`src/rtl/mdrop_pkg.sv`:
```
`timescale 1ns/1ps
package mdrop_pkg;
  localparam int ID_W    = 8;
  localparam int WORD_W  = 16;
  localparam int RADDR_W = 7;
  localparam int RDATA_W = WORD_W - RADDR_W;
  localparam int CNT_W   = $clog2(WORD_W + 1);

  typedef struct packed {
    logic [RADDR_W-1:0] addr;
    logic [RDATA_W-1:0] data;
  } reg_wr_t;

  // first bit received ends up at bit 0 after WORD_W shifts
  function automatic logic [WORD_W-1:0] shift_lsb_first(
      input logic [WORD_W-1:0] sr, input logic b);
    return {b, sr[WORD_W-1:1]};
  endfunction

  // the last ID_W bits received sit at the top of the register
  function automatic logic [ID_W-1:0] recent_id(input logic [WORD_W-1:0] sr);
    return sr[WORD_W-1 -: ID_W];
  endfunction

  function automatic reg_wr_t split_word(input logic [WORD_W-1:0] w);
    reg_wr_t r;
    r.addr = w[WORD_W-1 -: RADDR_W];
    r.data = w[RDATA_W-1:0];
    return r;
  endfunction

  function automatic logic [CNT_W-1:0] sat_inc(input logic [CNT_W-1:0] c);
    return (c == CNT_W'(WORD_W)) ? c : c + CNT_W'(1);
  endfunction
endpackage

```
`src/rtl/mdrop_sync.sv`:
```
`timescale 1ns/1ps
module mdrop_sync #(
  parameter int W      = 3,
  parameter int STAGES = 2
) (
  input  logic         clk,
  input  logic         rst_n,
  input  logic [W-1:0] d_async,
  output logic [W-1:0] d_sync
);
  logic [W-1:0] pipe [STAGES];

  generate
    for (genvar s = 0; s < STAGES; s++) begin : g_stage
      if (s == 0) begin : g_first
        always_ff @(posedge clk or negedge rst_n) begin
          if (!rst_n) pipe[0] <= '0;
          else        pipe[0] <= d_async;
        end
      end else begin : g_next
        always_ff @(posedge clk or negedge rst_n) begin
          if (!rst_n) pipe[s] <= '0;
          else        pipe[s] <= pipe[s-1];
        end
      end
    end
  endgenerate

  assign d_sync = pipe[STAGES-1];
endmodule

```
`src/rtl/mdrop_edge.sv`:
```
`timescale 1ns/1ps
module mdrop_edge #(
  parameter int W = 2
) (
  input  logic         clk,
  input  logic         rst_n,
  input  logic [W-1:0] lvl,
  output logic [W-1:0] rise,
  output logic [W-1:0] fall
);
  logic [W-1:0] lvl_q;

  always_ff @(posedge clk or negedge rst_n) begin
    if (!rst_n) lvl_q <= '0;
    else        lvl_q <= lvl;
  end

  generate
    for (genvar i = 0; i < W; i++) begin : g_bit
      assign rise[i] =  lvl[i] & ~lvl_q[i];
      assign fall[i] = ~lvl[i] &  lvl_q[i];
    end
  endgenerate
endmodule

```
`src/rtl/mdrop_shift.sv`:
```
`timescale 1ns/1ps
module mdrop_shift
  import mdrop_pkg::*;
(
  input  logic              clk,
  input  logic              rst_n,
  input  logic              shift_en,
  input  logic              bit_in,
  input  logic              cnt_clr,
  output logic [WORD_W-1:0] sr,
  output logic [CNT_W-1:0]  cnt
);
  always_ff @(posedge clk or negedge rst_n) begin
    if (!rst_n) begin
      sr <= '0;
    end else if (shift_en) begin
      sr <= shift_lsb_first(sr, bit_in);
    end
  end

  always_ff @(posedge clk or negedge rst_n) begin
    if (!rst_n) begin
      cnt <= '0;
    end else if (cnt_clr) begin
      cnt <= '0;
    end else if (shift_en) begin
      cnt <= sat_inc(cnt);
    end
  end
endmodule

```
`src/rtl/mdrop_frame.sv`:
```
`timescale 1ns/1ps
module mdrop_frame
  import mdrop_pkg::*;
#(
  parameter logic [ID_W-1:0] OWN_ID = 8'h8C
) (
  input  logic               clk,
  input  logic               rst_n,
  input  logic               en_rise,
  input  logic               en_fall,
  input  logic [WORD_W-1:0]  sr,
  input  logic [CNT_W-1:0]   cnt,
  output logic               id_match,
  output logic               wr_stb,
  output logic [RADDR_W-1:0] wr_addr,
  output logic [RDATA_W-1:0] wr_data
);
  logic    addr_ok;
  logic    word_ok;
  reg_wr_t fields;

  assign addr_ok = (cnt >= CNT_W'(ID_W)) && (recent_id(sr) == OWN_ID);
  assign word_ok = (cnt == CNT_W'(WORD_W));
  assign fields  = split_word(sr);

  always_ff @(posedge clk or negedge rst_n) begin
    if (!rst_n) begin
      id_match <= 1'b0;
    end else if (en_rise) begin
      id_match <= addr_ok;
    end else if (en_fall) begin
      id_match <= 1'b0;
    end
  end

  always_ff @(posedge clk or negedge rst_n) begin
    if (!rst_n) begin
      wr_stb  <= 1'b0;
      wr_addr <= '0;
      wr_data <= '0;
    end else begin
      wr_stb <= 1'b0;
      if (en_fall && id_match && word_ok) begin
        wr_stb  <= 1'b1;
        wr_addr <= fields.addr;
        wr_data <= fields.data;
      end
    end
  end
endmodule

```
`src/rtl/mdrop_wr_rx.sv`:
```
`timescale 1ns/1ps
module mdrop_wr_rx
  import mdrop_pkg::*;
#(
  parameter logic [7:0] OWN_ID      = 8'h8C,
  parameter int         SYNC_STAGES = 2
) (
  input  logic       clk,
  input  logic       rst_n,
  input  logic       ser_clk,
  input  logic       ser_dat,
  input  logic       ser_en,
  output logic       wr_stb,
  output logic [6:0] wr_addr,
  output logic [8:0] wr_data
);
  localparam int IDX_CLK = 0;
  localparam int IDX_EN  = 1;
  localparam int IDX_DAT = 2;

  logic [2:0]        bus_sync;
  logic [1:0]        ev_rise;
  logic [1:0]        ev_fall;
  logic              sclk_rise;
  logic              en_rise;
  logic              en_fall;
  logic              id_match;
  logic [WORD_W-1:0] shreg;
  logic [CNT_W-1:0]  bit_cnt;

  mdrop_sync #(.W(3), .STAGES(SYNC_STAGES)) u_sync (
    .clk     (clk),
    .rst_n   (rst_n),
    .d_async ({ser_dat, ser_en, ser_clk}),
    .d_sync  (bus_sync)
  );

  mdrop_edge #(.W(2)) u_edge (
    .clk   (clk),
    .rst_n (rst_n),
    .lvl   (bus_sync[IDX_EN:IDX_CLK]),
    .rise  (ev_rise),
    .fall  (ev_fall)
  );

  assign sclk_rise = ev_rise[IDX_CLK];
  assign en_rise   = ev_rise[IDX_EN];
  assign en_fall   = ev_fall[IDX_EN];

  mdrop_shift u_shift (
    .clk      (clk),
    .rst_n    (rst_n),
    .shift_en (sclk_rise),
    .bit_in   (bus_sync[IDX_DAT]),
    .cnt_clr  (en_rise | en_fall),
    .sr       (shreg),
    .cnt      (bit_cnt)
  );

  mdrop_frame #(.OWN_ID(OWN_ID)) u_frame (
    .clk      (clk),
    .rst_n    (rst_n),
    .en_rise  (en_rise),
    .en_fall  (en_fall),
    .sr       (shreg),
    .cnt      (bit_cnt),
    .id_match (id_match),
    .wr_stb   (wr_stb),
    .wr_addr  (wr_addr),
    .wr_data  (wr_data)
  );

  logic unused_fall_clk;
  assign unused_fall_clk = ev_fall[IDX_CLK];
endmodule

```
`config.mk`:
```
export PLATFORM = sky130hd
export DESIGN_NAME = mdrop_wr_rx
export DESIGN_NICKNAME = d
export VERILOG_FILES = /design/src/rtl/mdrop_pkg.sv /design/src/rtl/mdrop_sync.sv /design/src/rtl/mdrop_edge.sv /design/src/rtl/mdrop_shift.sv /design/src/rtl/mdrop_frame.sv /design/src/rtl/mdrop_wr_rx.sv
export SDC_FILE = /design/constraint.sdc
export NUM_CORES = 1
export LEC_CHECK = 0
export ABC_AREA = 1
export BUFFER_PORTS_ARGS = -buffer_cell sky130_fd_sc_hd__buf_4
export CAP_MARGIN = 30
export CORE_MARGIN = 4
export CORE_UTILIZATION = 56
export DETAILED_ROUTE_END_ITERATION = 6
export HOLD_SLACK_MARGIN = 0.15
export PLACE_DENSITY = 0.77
export SKIP_LAST_GASP = 1
export SYNTH_ARGS = -nofsm -noshare
export SYNTH_HDL_FRONTEND = slang
export SYNTH_SLANG_ARGS = --single-unit
```
`constraint.sdc`:
```
create_clock -name clk -period 1.7 [get_ports clk]
set_input_delay 0.51 -clock clk [delete_from_list [all_inputs] [get_ports clk]]
set_output_delay 0.51 -clock clk [all_outputs]
set_load 0.005 [all_outputs]
```
==> flow_summary.ini, run 1 <==
[global_routing]
grt_first_pass_wirelength_um = 6130
overflow = 0
track_usage_pct = 19.0
grt_max_degree = 48
grt_pass1_vias = 1302
antenna_found_initial = 0

[logic_synthesis]
ys_warn_count = 0
synth.distinct_cells = 20
ys_ff_latch = 47
synthesis.instances = 199
synth_top_area_cell = dfrtp_1
synth_compound_area_share_pct = 8.69
synth-main-ff-cell = dfrtp_1
postSynthAreaPerCell_um2 = 9.55
synth.net_count = 208
synth.yosys.seq_area_share_pct = 61.9
synth_top_family_by_area = simple AND/OR/NAND/NOR gates
syn_area_um2 = 1900
synth_xor_area_share_pct = 0.461
ys_top_cells_by_area = dfrtp_1 62%, nand2_1 14%, o21ai_0 8.4%
synthSimpleGateAreaFrac_pct = 20.5
synth_edf_count = 0
synthMuxAreaShare_pct = 0
synth_fa_ha_area_share_pct = 2.63
synthDominantCellAreaShare_pct = 61.9
ys_async_sr_fraction_pct = 100

[cells_and_area]
area_delta_synth_final_pct = 14.4
layout_commonest_cell = nand2_1
final_cell_mix = 72 x nand2_1, 47 x dfrtp_1, 32 x o21ai_0
final_util_pct = 69.0
drive_gt1_share_pct = 15.7
stdcell_count = 267
antennaDiodeCount = 0
final_nets = 231

[timing]
fmax_ghz = 0.664
slew_headroom_pct = 62.7
finalHoldViolCount = 0
setup_viol = 0
grt_setup_unrepaired = no
drv_slew = 0
layout_min_cycle_time_ns = 1.51
worst_pin_slew_ns = 0.560
period_share_pct = 88.6
fin_skew_ns = 0.0113
setup_tns_ns = 0
hold_slack_ns = 0.240

[floorplanning]
rows = 20
die_area_um2 = 4390
start_util_pct = 60.3
io_pins = 22
dieHeight_um = 66.3
core_um2 = 3150
fp.dieW_um = 66.3

[clock_network]
post_cts_resized = 0
cts.reportedPaths.clkPinSlew_ns = 0.14
cts-hold-fix-buffers = 1
worst_skew_pair.late_latency_ns = 0.36
cts_buffers = 5
cts_setup_buffers = 0
clock_sinks = 47
clock-root-buffer = clkbuf_4
cts_tree = yes
cts_max_level = 2
cts_buffer_depth = 2

[drt]
ant_nets = 0
dr.first_iter.drc_count = 130
routed_wl_um = 3500
avgRoutedWirePerCell_um = 13.1
drt_pass1_iterations = 4
num_vias = 1359
via_per_inst = 5.09
drcViolationCount = 0

[worst_setup_path]
endpoint_kind = flip-flop
setup.worst_path.class = reg -> reg
rrSetupSlack_ns = 0.19
cp.arrival_ns = 1.82
crit_required_ns = 2.01
regToRegEndpoint = u_shift.cnt[0]$_DFFE_PN0P_
worstPathMaxFanout = 18
crit_top_cell = nand2_1
slowest_delay_ns = 0.45
regToRegStartpoint = u_shift.cnt[0]$_DFFE_PN0P_
critical_path.cell_chain = inv_1, ha_1, nand2_1, clkinv_1, nand2_4, nand2_1, nor2_1, nand2_1, nand2_1
cp_slowest_cell = dfrtp_1
crit_path_start_kind = flip-flop
rr_worst_depth = 9

[place]
dpl.hpwl_um = 2380
gp_congestion = 0.772
port_buffers = 21
placed_cells = 258

[hold_path]
holdPathStages = 1
worst_hold_path.endpoint = u_sync.pipe[3]$_DFF_PN0_
worstHoldStart = ser_clk
min_path_type = in -> reg

[power_and_ir_drop]
cellPowerDensity_nw_per_um2 = 977
power.leakage_nw = 1.18
ir_drop_mv = 0.661

[run]
max_cap_viol_count = 0

[outcome]
status = complete, no violations
cells in the mapped netlist, types with 2 or more instances:
cell type and number:
nand2_2 2, dfrtp_1 47, nand4_1 2, buf_6 2
nor2_1 2, nand3_1 6, nor3_1 3, buf_2 3
inv_1 16, o21ai_0 32, ha_1 4, nand2_1 72
critical path, delay by kind of cell (launching register included):
| kind | cells | cell delay (ns) |
|---|---|---|
| flops | 1 | 0.45 |
| buf+inv | 2 | 0.20 |
| simple gates | 6 | 0.60 |
| fa+ha+maj | 1 | 0.20 |
layer usage:
metal / track usage [%] / share of wire [%]
met5: 0 / 0
met4: 9.90 / 2.4
met3: 4.08 / 5.4
met2: 28.5 / 47
met1: 25.8 / 45
flip-flops by register name (all words and copies together) (netlist names):
register,cells
u_frame.id_match,1
u_sync.pipe,3
u_edge.lvl_q,2
u_sync.d_sync,3
u_frame.wr_addr,7
u_frame.wr_data,9
u_shift.sr,16
u_frame.wr_stb,1
u_shift.cnt,5
where the power goes:
| part | internal [mW] | switching (mW) |
|---|---|---|
| clock network | 0.355 | 0.356 |
| logic | 0.0486 | 0.0913 |
| registers | 1.20 | 0.0727 |
kinds of logic (layout without fill, tap and decap cells):
logic type | count (synthesis) | after routing
simple gates | 90 | 90
flops | 47 | 47
compound gates | 33 | 33
buf+inv | 24 | 48
fa+ha+maj | 4 | 4
xor+xnor | 1 | 1
cell type report:
cell class	instances	area [um2]
flip-flops and latches	47	1180
fillers	271	978
multi-input cells	128	614
repair buffers	23	175
inverters	17	63.8
well taps	44	55.1
clock buffers	6	51.3
clock inverters	2	38.8
per-stage QoR:
step	worst slack [ns]	power, mW	instance area, um2
floorplan	0.409	1.36	1900
global placement	0.322	1.42	2070
detailed placement	0.223	1.43	2070
CTS	0.199	2.15	2170
global route	0.0799	2.22	2170
finish	0.195	2.12	2170
worst max-delay path by stage:
stage,startpoint,endpoint,slack [ns],cells after the start
6_report,u_shift.cnt[0]$_DFFE_PN0P_,u_shift.cnt[0]$_DFFE_PN0P_,0.19,9
5_1_grt,u_shift.cnt[0]$_DFFE_PN0P_,u_shift.cnt[1]$_DFFE_PN0P_,0.08,9
4_1_cts,u_shift.cnt[0]$_DFFE_PN0P_,u_shift.cnt[0]$_DFFE_PN0P_,0.20,9
3_5_place_dp,u_shift.cnt[0]$_DFFE_PN0P_,u_shift.cnt[0]$_DFFE_PN0P_,0.22,9
3_3_place_gp,u_shift.cnt[0]$_DFFE_PN0P_,u_frame.wr_addr[3]$_DFFE_PN0P_,0.32,8
2_1_floorplan,u_shift.cnt[0]$_DFFE_PN0P_,u_frame.wr_addr[6]$_DFFE_PN0P_,0.41,9
Power figures use the tool's default switching activity.
==> inputs of run 2 (changes only) <==
- CELL_PAD_IN_SITES_DETAIL_PLACEMENT: not set -> 1
- CELL_PAD_IN_SITES_GLOBAL_PLACEMENT: not set -> 2
- CORE_UTILIZATION: 56 -> 35
- PLACE_DENSITY: 0.77 -> not set
- PLACE_DENSITY_LB_ADDON: not set -> 0.1
==> run 2 against run 1 <==
Clock power up 2%. Largest power group unchanged. Largest cell class unchanged. Cell count rose by 10%. Setup slack gained 0.0097 ns. Utilization decreased by 26 points. Critical path depth fell by 1. Global-route usage is 4.9 points lower. Clock-buffer cell count up 2. Flip-flop and latch count is the same. Sequential share of layout area decreased by 1.3 points. Combinational power grew 6%.
==> flow_summary.ini, run 2 (same netlist as run 1, synthesis figures left out) <==
[floorplanning]
core_um2 = 5170
rows = 26
io_pins = 22
die_area_um2 = 6670
start_util_pct = 36.7
dieHeight_um = 81.7
fp.dieW_um = 81.7

[global_routing]
grt_max_degree = 48
antenna_found_initial = 0
track_usage_pct = 14.1
grt_pass1_vias = 1395
grt_first_pass_wirelength_um = 7000
overflow = 0

[timing]
period_share_pct = 88.0
setup_tns_ns = 0
drv_slew = 0
layout_min_cycle_time_ns = 1.50
fmax_ghz = 0.669
setup_viol = 0
slew_headroom_pct = 60.7
hold_slack_ns = 0.206
finalHoldViolCount = 0
fin_skew_ns = 0.00482
worst_pin_slew_ns = 0.589
grt_setup_unrepaired = no

[clock_network]
cts_max_level = 2
cts_buffer_depth = 2
clock-root-buffer = clkbuf_8
cts_buffers = 5
cts_tree = yes
cts.reportedPaths.clkPinSlew_ns = 0.08
cts_setup_buffers = 0
clock_sinks = 47
worst_skew_pair.late_latency_ns = 0.29

[drt]
via_per_inst = 4.63
dr.first_iter.drc_count = 64
routed_wl_um = 4030
num_vias = 1361
ant_nets = 0
drcViolationCount = 0
drt_pass1_iterations = 4
avgRoutedWirePerCell_um = 13.7

[cells_and_area]
postLayoutCellArea_um2 = 2230
area_delta_synth_final_pct = 17.4
largestRegisters = u_shift.sr (16), u_frame.wr_data (9), u_frame.wr_addr (7)
layout_commonest_cell = nand2_1
largest_register_ffs = 16
antennaDiodeCount = 0
final_cell_mix = 72 x nand2_1, 46 x dfrtp_1, 32 x o21ai_0
final_nets = 232
final_util_pct = 43.2
drive_gt1_share_pct = 16.5
largest-register = u_shift.sr

[worst_setup_path]
endpoint_kind = flip-flop
crit_path_start_kind = flip-flop
crit_required_ns = 1.87
cp.arrival_ns = 1.67
setup.worst_path.class = reg -> reg
worstPathMaxFanout = 8

[power_and_ir_drop]
cellPowerDensity_nw_per_um2 = 960
power.total_mw = 2.14
ir_drop_mv = 0.441
power.leakage_nw = 1.19

[place]
port_buffers = 21
dpl.hpwl_um = 2820
placed_cell_area_um2 = 2120
gp_congestion = 0.705

[run]
max_cap_viol_count = 0

[outcome]
status = complete, no violations

[hold_path]
min_path_type = in -> async
-- run 2: cell type report --
class | instances | area, um2
Sequential cell | 47 | 1180
Clock buffer | 8 | 100
Timing Repair Buffer | 24 | 180
Multi-Input combinational cell | 128 | 623
Inverter | 17 | 63.8
Tap cell | 70 | 87.6
Fill cell | 603 | 2940
-- run 2: repair_timing --
item / 4_1_cts / 5_1_grt
hold buffers: 0 / 0
setup endpoints to repair: 0 / 4
resized for setup: 0 / 2
-- run 2: worst max-delay path: stages (launching register included) --
cell      delay (ns)
dfrtp_2         0.41
inv_1           0.07
ha_1            0.21
nand2_1         0.07
clkinv_1        0.15
nand3_1         0.11
nand2_1         0.17
nand2_1         0.11
o21ai_0         0.08
-- run 2: final timing paths --
path | startpoint | endpoint | slack, ns | cells after the start
min | rst_n | u_shift.cnt[1]$_DFFE_PN0P_ | 0.21 | 1
min reg2reg | u_sync.pipe[4]$_DFF_PN0_ | u_sync.d_sync[1]$_DFF_PN0_ | 0.35 | 0
max reg2reg | u_shift.cnt[0]$_DFFE_PN0P_ | u_shift.cnt[4]$_DFFE_PN0P_ | 0.20 | 8
max | u_shift.cnt[0]$_DFFE_PN0P_ | u_shift.cnt[4]$_DFFE_PN0P_ | 0.20 | 8
min in group clk | ser_clk | u_sync.pipe[3]$_DFF_PN0_ | 0.32 | 1
max in group asynchronous | rst_n | u_shift.cnt[0]$_DFFE_PN0P_ | 1.08 | 1
-- run 2: power by group --
group	switching [mW]	internal, mW
Combinational	0.0972	0.0508
Sequential	0.0688	1.20
Clock	0.354	0.371
-- run 2: metrics by stage --
step	cells	setup WS [ns]
2_1_floorplan	199	0.409
3_3_place_gp	286	0.249
3_5_place_dp	286	0.166
4_1_cts	294	0.133
5_1_grt	294	0.0341
6_report	294	0.204
-- run 2: layer usage --
layer  up-vias  part of all wire [%]  global-route usage [%]
li1        675                     -                       -
met1       663                    48                    20.1
met2        21                    47                    21.3
met3         2                   3.9                    3.62
met4         0                  0.50                    3.99
met5         -                     0                       0
